File: src/rtl/prog_status_rd.sv
module prog_status_rd #(
  parameter int AW = 15,
  parameter int DW = 8
) (
  input  logic          clk,
  input  logic          rst_n,
  input  logic          sel_n,
  input  logic          oen_n,
  input  logic [AW-1:0] addr,
  input  logic [DW-1:0] arr_rdata,
  input  logic          busy_i,
  input  logic          wr_stb,
  input  logic [AW-1:0] wr_addr,
  input  logic [DW-1:0] wr_data,
  output logic [DW-1:0] rd_data,
  output logic          rd_oe,
  output logic          busy_o,
  output logic [AW-1:0] last_addr_o,
  output logic [DW-1:0] last_data_o
);
  localparam int PB = DW - 1;
  localparam int TB = DW - 2;

  logic          rd_en, rd_en_q, rd_start, tog;
  logic [DW-1:0] status;

  assign rd_en    = !sel_n && !oen_n;
  assign rd_start = rd_en && !rd_en_q;
  assign rd_oe    = rd_en;
  assign busy_o   = busy_i;

  always_ff @(posedge clk or negedge rst_n) begin
    if (!rst_n) begin
      rd_en_q     <= 1'b0;
      tog         <= 1'b0;
      last_addr_o <= '0;
      last_data_o <= '0;
    end else begin
      rd_en_q <= rd_en;
      if (busy_i && rd_start) tog <= !tog;
      if (wr_stb) begin
        last_addr_o <= wr_addr;
        last_data_o <= wr_data;
      end
    end
  end

  always_comb begin
    status     = '0;
    status[PB] = (addr == last_addr_o) ? !last_data_o[PB] : arr_rdata[PB];
    status[TB] = busy_i && rd_start ? !tog : tog;
  end

  assign rd_data = !rd_en ? '0 : (busy_i ? status : arr_rdata);

  AST_IDLE_QUIET: assert property (@(posedge clk) disable iff (!rst_n)
    (sel_n || oen_n) |-> (!rd_oe && rd_data == '0));
  AST_POLL_INV: assert property (@(posedge clk) disable iff (!rst_n)
    (rd_en && busy_i && addr == last_addr_o) |-> (rd_data[PB] != last_data_o[PB]));
  AST_DONE_TRUE: assert property (@(posedge clk) disable iff (!rst_n)
    (rd_en && !busy_i) |-> (rd_data == arr_rdata));
  AST_TOG_STEADY: assert property (@(posedge clk) disable iff (!rst_n)
    (rd_en && $past(rd_en) && busy_i && $past(busy_i)) |-> $stable(rd_data[TB]));
  AST_TOG_FROZEN: assert property (@(posedge clk) disable iff (!rst_n)
    !busy_i |=> $stable(tog));
  AST_RSVD_ZERO: assert property (@(posedge clk) disable iff (!rst_n)
    (rd_en && busy_i) |-> (rd_data[TB-1:0] == '0));
  AST_CAPTURE: assert property (@(posedge clk) disable iff (!rst_n)
    wr_stb |=> (last_addr_o == $past(wr_addr) && last_data_o == $past(wr_data)));
endmodule

File: config.mk
export PLATFORM = sky130hd
export DESIGN_NAME = prog_status_rd
export DESIGN_NICKNAME = d
export VERILOG_FILES = /design/src/rtl/prog_status_rd.sv
export SDC_FILE = /design/constraint.sdc
export NUM_CORES = 1
export LEC_CHECK = 0
export BUFFER_PORTS_ARGS = -buffer_cell sky130_fd_sc_hd__buf_2
export CAP_MARGIN = 20
export CORE_ASPECT_RATIO = 2
export CORE_MARGIN = 2
export CORE_UTILIZATION = 40
export DETAILED_ROUTE_END_ITERATION = 8
export PLACE_DENSITY = 0.79
export REMOVE_ABC_BUFFERS = 1
export SKIP_CTS_REPAIR_TIMING = 1
export SLEW_MARGIN = 10
export SYNTH_ARGS = -nofsm -noshare
export SYNTH_HDL_FRONTEND = slang
export SYNTH_SLANG_ARGS = --single-unit
File: constraint.sdc
create_clock -name clk -period 1.5 [get_ports clk]
set_input_delay 0.3 -clock clk [delete_from_list [all_inputs] [get_ports clk]]
set_output_delay 0.3 -clock clk [all_outputs]
set_load 0.01 [all_outputs]
# Word-level counts from Yosys, hierarchy flattened
# Index checks and enable logic that the tools add are counted.
[op_classes]
order_cmp = 0
n_bitwise = 0
n_div = 0
mul = 0
n_eq_ne = 1
n_mux = 4
reduce_logical = 8
shift = 0
addsub = 0
[ops]
columns = ["operator", "n"]
rows = [
  ["$mux W8", 2],
  ["$eq A15 B15 Y1", 1],
  ["$logic_not A1 Y1", 5],
  ["$logic_and A1 B1 Y1", 3],
  ["$mux W1", 2],
]
[totals]
ram_bits = 0
latchBits = 0
input_bits = 52
rom_bits = 0
ff_bits = 25
n_memories = 0

# Longest topological paths before layout
# Gate-level depths: netlist of the first run.
[logic_depth]
ltp_word = 7
mapped_depth = 4

# Worst setup path before layout of the first run
# OpenSTA, ideal clock, no wires.
[synth_path]
path_kind = "reg2out"
start = "register last_addr_o[9]"
end = "output rd_data[7]"
required_time_ns = 1.200
arrival_time_ns = 1.309
path_stages_with_launch = 5
n_path_buf = 0
path_slack_ns = -0.109
cell_sequence = "dfrtp_1 xnor2_1 nand4_1 nor4_1 mux2i_1"
[synth_via]
elab_chain_len = 4
[synth_lines]
columns = ["item", "line_no", "rtl"]
rows = [
  ["start, declared", "18", "output logic [AW-1:0] last_addr_o,"],
  ["start signal, assigned", "42", "last_addr_o <= wr_addr;"],
  ["$eq A15 B15 Y1", "50", "status[PB] = (addr == last_addr_o) ? !last_data_o[PB] : arr_rdata[PB];"],
  ["$mux W1", "50", ""],
  ["$mux W8 (2 in series)", "54", "assign rd_data = !rd_en ? '0 : (busy_i ? status : arr_rdata);"],
  ["end, declared", "15", "output logic [DW-1:0] rd_data,"],
]
# No other way between the ends.

# Worst setup path after layout of the first run
[layout_path]
start = "register last_addr_o[3]"
end = "output rd_data[7]"
# Same word-level chain as after synthesis.

==> flow_metrics.py, run 1 <==
metrics = {
    "detailed_routing": {
        "drcViolationCount": 0,
        "route.met2.wl_mm": 1.84,
        "viasPerCell": 4.82,
        "wl_met1_um": 918,
        "drt_iter0_drc": 12,
        "top_layer": "met4",
        "wl_met3_um": 165,
        "drt-total-wl_mm": 2.97,
        "drtAntennaViolNets": 0,
        "first_pass_iters": 3,
        "vias": 1042,
        "wire_per_inst_um": 13.7,
    },
    "timing": {
        "period_needed_ns": 2.02,
        "setup_violations": 2,
        "finClkSkew_ns": 0.00171,
        "timing.final.crit_share_pct": 135,
        "hold_ws_ns": 0.0106,
        "timing.final.ws_setup_ns": -0.519,
        "rsz0062_at_grt": "yes",
        "slew-limit-headroom_pct": 64.9,
        "final-hold-violation-count": 0,
        "slew_violations": 0,
        "fmax_ghz": 0.495,
        "worst_slew_pin_slew_ns": 0.527,
    },
    "global_routing": {
        "grt_overflow": 0,
        "track_usage_pct": 17.6,
        "grt_pass1_wl_mm": 4.66,
        "grt_max_degree": 26,
        "grt_pass1_vias": 1140,
        "antenna_found_initial": 0,
    },
    "final_layout": {
        "drive_gt1_share_pct": 70.1,
        "finalNetCount": 240,
        "fin_area_um2": 1790,
        "final_cells": 216,
        "fillCellCount": 227,
        "area_delta_synth_final_pct": 52.7,
        "final_util_pct": 64.5,
        "antenna_cells": 0,
    },
    "clocking": {
        "cts_tree": "built",
        "clkLatencyLatePin_ns": 0.26,
        "cts_sinks": 25,
        "cts_max_level": 1,
        "clockRootBuffer": "clkbuf_8",
        "cts_made_buffers": 3,
        "clk_pin_slew_ns": 0.08,
        "cts_buffer_depth": 2,
    },
    "placed_design": {
        "dp_hpwl_mm": 2.48,
        "routabilityCongestion": 0.748,
        "pre_cts_ws_ns": -0.339,
        "place_area_um2": 1720,
        "place.port_buffers": 84,
        "dp_cells": 211,
    },
    "logic_synthesis": {
        "yosysWarnings": 0,
        "ys_seq_area_share_pct": 53.4,
        "netlist_instances": 86,
        "syn-cell-area_um2": 1170,
        "ys_seq_elements": 25,
        "avgSynthCellArea_um2": 13.6,
        "ys_types": 15,
    },
    "setup_path": {
        "r2r-end": "tog",
        "reg2reg_depth": 4,
        "critPathLaunchType": "register",
        "endpoint": "rd_data[7]",
        "crit_fanout": 2,
        "crit_required_ns": 1.20,
        "criticalPathCategory": "reg2out",
        "crit_path_start": "last_addr_o[3]",
        "cp.arrival_ns": 1.72,
        "r2r-start": "rd_en_q",
        "endpoint_kind": "output pin",
        "r2r_slack_ns": 0.36,
    },
    "power_and_ir_drop": {
        "ir_drop_mv": 0.746,
        "pwr_density_cell_nw_per_um2": 918,
        "p_leak_nw": 0.905,
    },
    "outcome": {
        "violations": "setup timing",
        "status": "finished with violations",
    },
    "run": {
        "max_cap_viol_count": 0,
    },
    "hold_path": {
        "hold_class": "in2async",
    },
    "floorplan": {
        "die_w_um": 42.3,
        "fp-row-count": 27,
        "io_pins": 85,
        "dieArea_um2": 3400,
        "die-height_um": 80.5,
        "core_um2": 2770,
        "start_util_pct": 42.3,
    },
}
==> synth_stat cells <==
cell / n / area (µm²)
buf_2: 2 / 10.0
nor2_1: 1 / 3.75
mux2i_1: 2 / 20.0
or3_2: 1 / 7.51
nor3_1: 2 / 10.0
nand2_1: 1 / 3.75
mux2_2: 23 / 259
nor4b_2: 1 / 15.0
xor2_1: 1 / 8.76
dfrtp_1: 25 / 626
nor4_1: 1 / 6.26
buf_4: 1 / 7.51
xnor2_1: 15 / 131
and2_1: 6 / 37.5
nand4_1: 4 / 25.0
==> flip-flops by register name, indices dropped and copies added (netlist names) <==
| register | cells |
|---|---|
| last_addr_o | 15 |
| tog | 1 |
| last_data_o | 8 |
| rd_en_q | 1 |
==> final cells by class <==
cell class              count  area [µm²]  share of cell area, %
clock buffers               3        41.3                   2.31
repair buffers            100         541                   30.2
flip-flops and latches     25         626                   35.0
clock inverters             1        5.00                  0.280
well taps                  29        36.3                   2.03
multi-input cells          58         539                   30.2
==> worst min path at each step <==
stage | endpoint | slack (ns) | depth (start not counted)
floorplan | last_addr_o[0] | 0.004 | 0
global placement | last_data_o[3] | 0.31 | 1
detailed placement | last_addr_o[13] | 0.32 | 1
CTS | last_addr_o[13] | 0.03 | 1
global route | last_addr_o[8] | 0.05 | 1
finish | last_addr_o[9] | 0.01 | 1
==> cell usage in the layout, fill, tap and decap left out, drive strengths merged <==
cell      n
nor4b     1
nor3      2
mux2i     2
xnor2    15
nor2      1
or3       1
nor4      1
buf     100
clkbuf    3
mux2     23
dfrtp    25
nand4     4
clkinv    1
xor2      1
and2      6
nand2     1
==> cell families (layout without fill, tap and decap cells) <==
family | count (synthesis) | after routing | share of synthesized area [%]
multiplexers | 25 | 25 | 23.8
flip-flops | 25 | 25 | 53.4
AND/OR/NAND/NOR | 17 | 17 | 9.29
XOR/XNOR | 16 | 16 | 12.0
buffers and inverters | 3 | 104 | 1.50
==> metrics by stage <==
stage          setup TNS (ns)  total power [mW]
6_report               -0.831              1.64
5_1_grt                 -1.22              1.75
4_1_cts                 -1.02              1.65
3_5_place_dp           -0.436              1.26
3_3_place_gp           -0.371              1.24
2_1_floorplan          -0.109             0.996
==> critical path, stage by stage, from the launching register on <==
cell and delay (ns):
dfrtp_1 0.40, xnor2_1 0.16, nand4_1 0.17, nor4_2 0.36, mux2i_1 0.23, buf_2 0.15
==> power breakdown <==
group          internal (mW)  switching [mW]
Clock                  0.185           0.190
Sequential             0.751          0.0485
Combinational          0.279           0.188
Total                   1.21           0.427
==> routing by layer <==
layer,global-route usage (%),vias up
li1,-,501
met1,15.8,488
met2,36.3,49
met3,2.92,4
met4,6.88,0
met5,0,-
(Power assumes the default switching activity.)
==> run 2, diff against run 1 <==
- ABC_AREA: not set -> 1
- BUFFER_PORTS_ARGS: -buffer_cell sky130_fd_sc_hd__buf_2 -> -buffer_cell sky130_fd_sc_hd__clkbuf_2
- PLACE_DENSITY: 0.79 -> 0.76
- TNS_END_PERCENT: not set -> 5
==> flow_metrics.py, run 2 <==
metrics = {
    "outcome": {
        "status": "finished with violations",
        "violations": "setup timing",
    },
    "setup_path": {
        "critPathTopFamily": "simple AND/OR/NAND/NOR gates",
        "worst_path_most_repeated_cell": "nand2_1",
        "crit_fanout": 3,
        "r2r_slack_ns": 0.68,
        "crit_buf_inv": 2,
        "slowest_stage": "dfrtp_1",
        "cp.arrival_ns": 1.44,
        "r2r-start": "last_addr_o[6]",
        "r2r-end": "last_addr_o[6]",
        "reg2reg_depth": 3,
        "crit_required_ns": 1.20,
        "path_cells": "inv_1 > nand2_1 > nand2_1 > nor2_1 > nand2_1 > nor2_2 > a21oi_1 > nor2_1 > clkbuf_2",
        "endpoint_kind": "output pin",
        "critPathMaxStageDelay_ns": 0.38,
        "criticalPathCategory": "reg2out",
        "critPathLaunchType": "register",
    },
    "floorplan": {
        "start_util_pct": 42.1,
        "io_pins": 85,
        "dieArea_um2": 3830,
        "die_w_um": 44.8,
        "die-height_um": 85.6,
        "fp-row-count": 29,
        "core_um2": 3160,
    },
    "detailed_routing": {
        "first_pass_iters": 4,
        "viasPerCell": 4.54,
        "drt_iter0_drc": 15,
        "drcViolationCount": 0,
        "drt-total-wl_mm": 3.16,
        "drtAntennaViolNets": 0,
        "vias": 1345,
        "wire_per_inst_um": 10.7,
    },
    "logic_synthesis": {
        "synthArstFlopShare_pct": 100,
        "ys.flop_type": "dfrtp_1",
        "syn-cell-area_um2": 1330,
        "ys_seq_elements": 25,
        "synth_top_area_share_pct": 47.0,
        "netlist_instances": 176,
        "avgSynthCellArea_um2": 7.56,
        "ys_seq_area_share_pct": 47.0,
        "ys_types": 15,
        "yosys-top-cells-count": "nand2_1 (61), inv_1 (34), dfrtp_1 (25), nor2_1 (19), o21ai_0 (15)",
        "synth_edf_count": 0,
        "yosysMostFrequentCell": "nand2_1",
        "yosysWarnings": 0,
        "ys_top_cells_by_area": "dfrtp_1 (47%), nand2_1 (17%), inv_1 (9.6%)",
        "synth_area_leader_cell": "dfrtp_1",
    },
    "placed_design": {
        "pre_cts_ws_ns": 0.0429,
        "routabilityCongestion": 0.764,
        "dp_cells": 289,
        "dp_hpwl_mm": 2.68,
        "place.port_buffers": 84,
    },
    "final_layout": {
        "fillCellCount": 309,
        "area_delta_synth_final_pct": 39.4,
        "final_util_pct": 58.7,
        "regMostFlops": "last_addr_o",
        "antenna_cells": 0,
        "final_cells": 296,
        "largest_reg_flops": 15,
        "layout_common_cells": "clkbuf_2 (84), nand2_1 (60), inv_1 (30), dfrtp_1 (25), nor2_1 (17)",
        "final_common_cell": "clkbuf_2",
        "largestRegisters": "last_addr_o: 15 flops, last_data_o: 8 flops",
        "finalNetCount": 318,
        "drive_gt1_share_pct": 43.4,
    },
    "global_routing": {
        "track_usage_pct": 17.1,
        "grt_pass1_wl_mm": 5.02,
        "grt_max_degree": 26,
        "grt_overflow": 0,
        "antenna_found_initial": 0,
        "grt_pass1_vias": 1260,
    },
    "power_and_ir_drop": {
        "p_seq_share_pct": 49.3,
        "p_clk_share_pct": 25.4,
        "power_mw": 1.61,
        "p_leak_nw": 1.14,
        "ir_drop_mv": 0.710,
        "pwr-share-comb_pct": 25.2,
        "switching_power_mw": 0.480,
        "pwr_density_cell_nw_per_um2": 870,
        "internal-power_mw": 1.13,
        "switching_share_pct": 29.7,
    },
    "timing": {
        "finalSetupTns_ns": -0.284,
        "worst_slew_pin_slew_ns": 0.621,
        "setup_violations": 2,
        "finClkSkew_ns": 0.0000288,
        "period_needed_ns": 1.74,
        "final-hold-violation-count": 0,
        "fmax_ghz": 0.576,
        "timing.final.crit_share_pct": 116,
        "slew_violations": 0,
        "timing.final.ws_setup_ns": -0.236,
        "rsz0062_at_grt": "yes",
        "slew-limit-headroom_pct": 58.6,
    },
    "run": {
        "max_cap_viol_count": 0,
    },
    "clocking": {
        "cts_tree": "built",
        "cts_sinks": 25,
        "cts_made_buffers": 3,
        "clk_pin_slew_ns": 0.09,
        "cts_buffer_depth": 2,
        "cts_max_level": 1,
        "clockRootBuffer": "clkbuf_8",
        "clkLatencyLatePin_ns": 0.27,
    },
    "hold_path": {
        "hold_class": "in2async",
    },
}
## run 2: cell types whose count changed after synthesis, sizes merged, moves of 2 or more
cell and change:
nand2 +60, inv +34, nor2 +21, o21ai +17, mux2 -14, xnor2 -14
and2 -6, nand4 -4, buf +2, mux2i -2, nor3 -2
## run 2: area by class of cell
class	instances	area (µm²)	share of cell area [%]
clock buffer	3	41.3	2.23
clock inverter	1	7.51	0.405
inverter	34	128	6.88
multi-input combinational	112	548	29.6
sequential	25	626	33.7
tap	31	38.8	2.09
timing repair buffer	90	465	25.1
## run 2: cell families after synthesis
kind of cell	Yosys count	synth area share, %
AND/OR/NAND/NOR	84	24.7
buffers and inverters	39	12.6
flip-flops	25	47.0
AO/OA/AOI/OAI	18	6.77
multiplexers	9	7.62
XOR/XNOR	1	1.22
## run 2: worst reg2reg max path: stages (launching register included)
cell and delay [ns]:
dfrtp_1 0.38, inv_1 0.06, buf_4 0.12, o21ai_0 0.17
## run 2: through the flow
step	hold WS (ns)	instance area [µm²]
after floorplan	0.00441	1290
after global placement	0.346	1770
after detailed placement	0.347	1770
after CTS	0.0482	1820
after global routing	0.0825	1850
final	0.0248	1850
## run 2: metal layers
layer  vias to the layer above  share of wire (%)  GRT usage, %  wire length [µm]
li1                        699                  -             -                 -
met1                       592                 33          17.2              1050
met2                        48                 58          33.5              1830
met3                         6                6.8          1.68               214
met4                         0                2.1          6.42                67
met5                         -                  0             0                 0
## run 2: worst max-delay path by stage
stage / slack (ns) / cells after the start / to / from
6_report: -0.24 / 9 / rd_data[7] / last_addr_o[6]
5_1_grt: -0.36 / 10 / rd_data[7] / last_addr_o[6]
4_1_cts: -0.26 / 9 / rd_data[7] / last_addr_o[7]
3_5_place_dp: 0.04 / 10 / rd_data[7] / addr[7]
3_3_place_gp: 0.06 / 10 / rd_data[7] / addr[6]
2_1_floorplan: 0.16 / 8 / rd_data[7] / last_addr_o[7]
## run 2: power by group through the flow
stage / registers, mW / logic, mW / clock network, mW
CTS: 0.796 / 0.399 / 0.427
floorplan: 0.834 / 0.166 / 0
detailed placement: 0.810 / 0.397 / 0
global placement: 0.807 / 0.392 / 0
global route: 0.806 / 0.462 / 0.442
finish: 0.796 / 0.407 / 0.410
==> run 3, diff against run 2 <==
- CORE_UTILIZATION: 40 -> 30
- PLACE_DENSITY: 0.76 -> not set
==> flow_metrics.py, run 3 (synthesis gave the netlist of run 2 again) <==
metrics = {
    "outcome": {
        "status": "finished with violations",
        "violations": "setup timing",
    },
    "detailed_routing": {
        "viasPerCell": 4.17,
        "drtAntennaViolNets": 0,
        "drt-total-wl_mm": 3.28,
        "first_pass_iters": 3,
        "vias": 1326,
        "drt_iter0_drc": 7,
        "drcViolationCount": 0,
        "wire_per_inst_um": 10.3,
    },
    "final_layout": {
        "largest_reg_flops": 15,
        "fillCellCount": 464,
        "largestRegisters": "last_addr_o: 15 flops, last_data_o: 8 flops",
        "layout_common_cells": "clkbuf_2 (83), nand2_1 (60), inv_1 (33), dfrtp_1 (25), nor2_1 (19)",
        "antenna_cells": 0,
        "area_delta_synth_final_pct": 41.3,
        "drive_gt1_share_pct": 40.5,
        "regMostFlops": "last_addr_o",
        "final_util_pct": 43.7,
        "finalNetCount": 317,
        "final_common_cell": "clkbuf_2",
        "final_cells": 318,
    },
    "timing": {
        "hold_ws_ns": 0.225,
        "fmax_ghz": 0.582,
        "worst_slew_pin_slew_ns": 0.460,
        "timing.final.ws_setup_ns": -0.218,
        "final-hold-violation-count": 0,
        "finalSetupTns_ns": -0.242,
        "rsz0062_at_grt": "yes",
        "finClkSkew_ns": 0.0000326,
        "timing.final.crit_share_pct": 115,
        "slew-limit-headroom_pct": 69.4,
        "period_needed_ns": 1.72,
        "slew_violations": 0,
        "setup_violations": 2,
    },
    "clocking": {
        "clockRootBuffer": "clkbuf_8",
        "cts_buffer_depth": 2,
        "cts_made_buffers": 3,
        "cts_sinks": 25,
        "cts_tree": "built",
        "clkLatencyLatePin_ns": 0.26,
        "clk_pin_slew_ns": 0.09,
        "cts_max_level": 1,
    },
    "setup_path": {
        "r2r-end": "tog",
        "cp.arrival_ns": 1.42,
        "criticalPathCategory": "reg2out",
        "critPathMaxStageDelay_ns": 0.38,
        "r2r_slack_ns": 0.71,
        "r2r-start": "rd_en_q",
        "slowest_stage": "dfrtp_1",
        "crit_required_ns": 1.20,
        "endpoint_kind": "output pin",
        "path_cells": "inv_1 > nand2_1 > o21ai_1 > nor2_1 > nand2_1 > nor2_2 > nand3_1 > nand2_1 > nor2_1 > buf_2",
        "crit_buf_inv": 2,
        "crit_fanout": 3,
        "worst_path_most_repeated_cell": "nand2_1",
        "critPathTopFamily": "simple AND/OR/NAND/NOR gates",
        "critPathLaunchType": "register",
        "reg2reg_depth": 3,
    },
    "global_routing": {
        "use_met2_pct": 28.3,
        "use_met1_pct": 14.2,
        "groute.layer.met3.usage_pct": 2.45,
        "grt_max_degree": 22,
        "antenna_found_initial": 0,
        "grt_pass1_wl_mm": 5.58,
        "top_usage_layer": "met2",
        "grt_overflow": 0,
        "track_usage_pct": 14.4,
        "grt_pass1_vias": 1371,
    },
    "placed_design": {
        "pre_cts_ws_ns": 0.0435,
        "routabilityCongestion": 0.751,
        "dp_hpwl_mm": 2.82,
        "place.port_buffers": 84,
        "dp_cells": 312,
    },
    "floorplan": {
        "die_w_um": 51.1,
        "start_util_pct": 31.0,
        "io_pins": 85,
        "core_um2": 4300,
        "fp-row-count": 34,
        "dieArea_um2": 5010,
        "die-height_um": 98.2,
    },
    "hold_path": {
        "worstHoldPathCells": 2,
        "min_to": "rd_en_q",
        "hold_class": "in2reg",
        "hp-start": "sel_n",
    },
    "power_and_ir_drop": {
        "p_leak_nw": 1.14,
        "ir_drop_mv": 0.585,
        "pwr_density_cell_nw_per_um2": 846,
    },
    "run": {
        "max_cap_viol_count": 0,
    },
}
==> run 3: stage by stage <==
step,instance area [µm²],power (mW)
floorplan,1290,1.00
CTS,1860,1.63
global route,1880,1.70
detailed placement,1810,1.21
finish,1880,1.59
global placement,1810,1.21
==> run 3: per-layer routing <==
layer	vias to the layer above	wire, µm	share of wire (%)
met1	584	1160	35
met3	2	184	5.6
met2	44	1900	58
met4	0	36	1.1
met5	-	0	0
li1	696	-	-
==> run 3: worst max path at each step <==
stage,depth (start not counted),from,slack (ns),end
2_1_floorplan,8,last_addr_o[7],0.16,rd_data[7]
3_3_place_gp,10,addr[7],0.05,rd_data[7]
3_5_place_dp,10,addr[7],0.04,rd_data[7]
4_1_cts,9,last_addr_o[7],-0.27,rd_data[7]
5_1_grt,10,last_addr_o[5],-0.39,rd_data[7]
6_report,10,last_addr_o[5],-0.22,rd_data[7]
==> run 3: final cells by class <==
cell class	instances	area [µm²]	share of cell area [%]
well taps	54	67.6	3.60
multi-input cells	112	539	28.7
repair buffers	89	473	25.2
flip-flops and latches	25	626	33.3
clock buffers	3	41.3	2.20
inverters	34	128	6.79
clock inverters	1	5.00	0.266
==> run 3: power by group <==
part / switching [mW] / internal (mW)
registers: 0.0484 / 0.747
clock network: 0.208 / 0.185
logic: 0.206 / 0.195
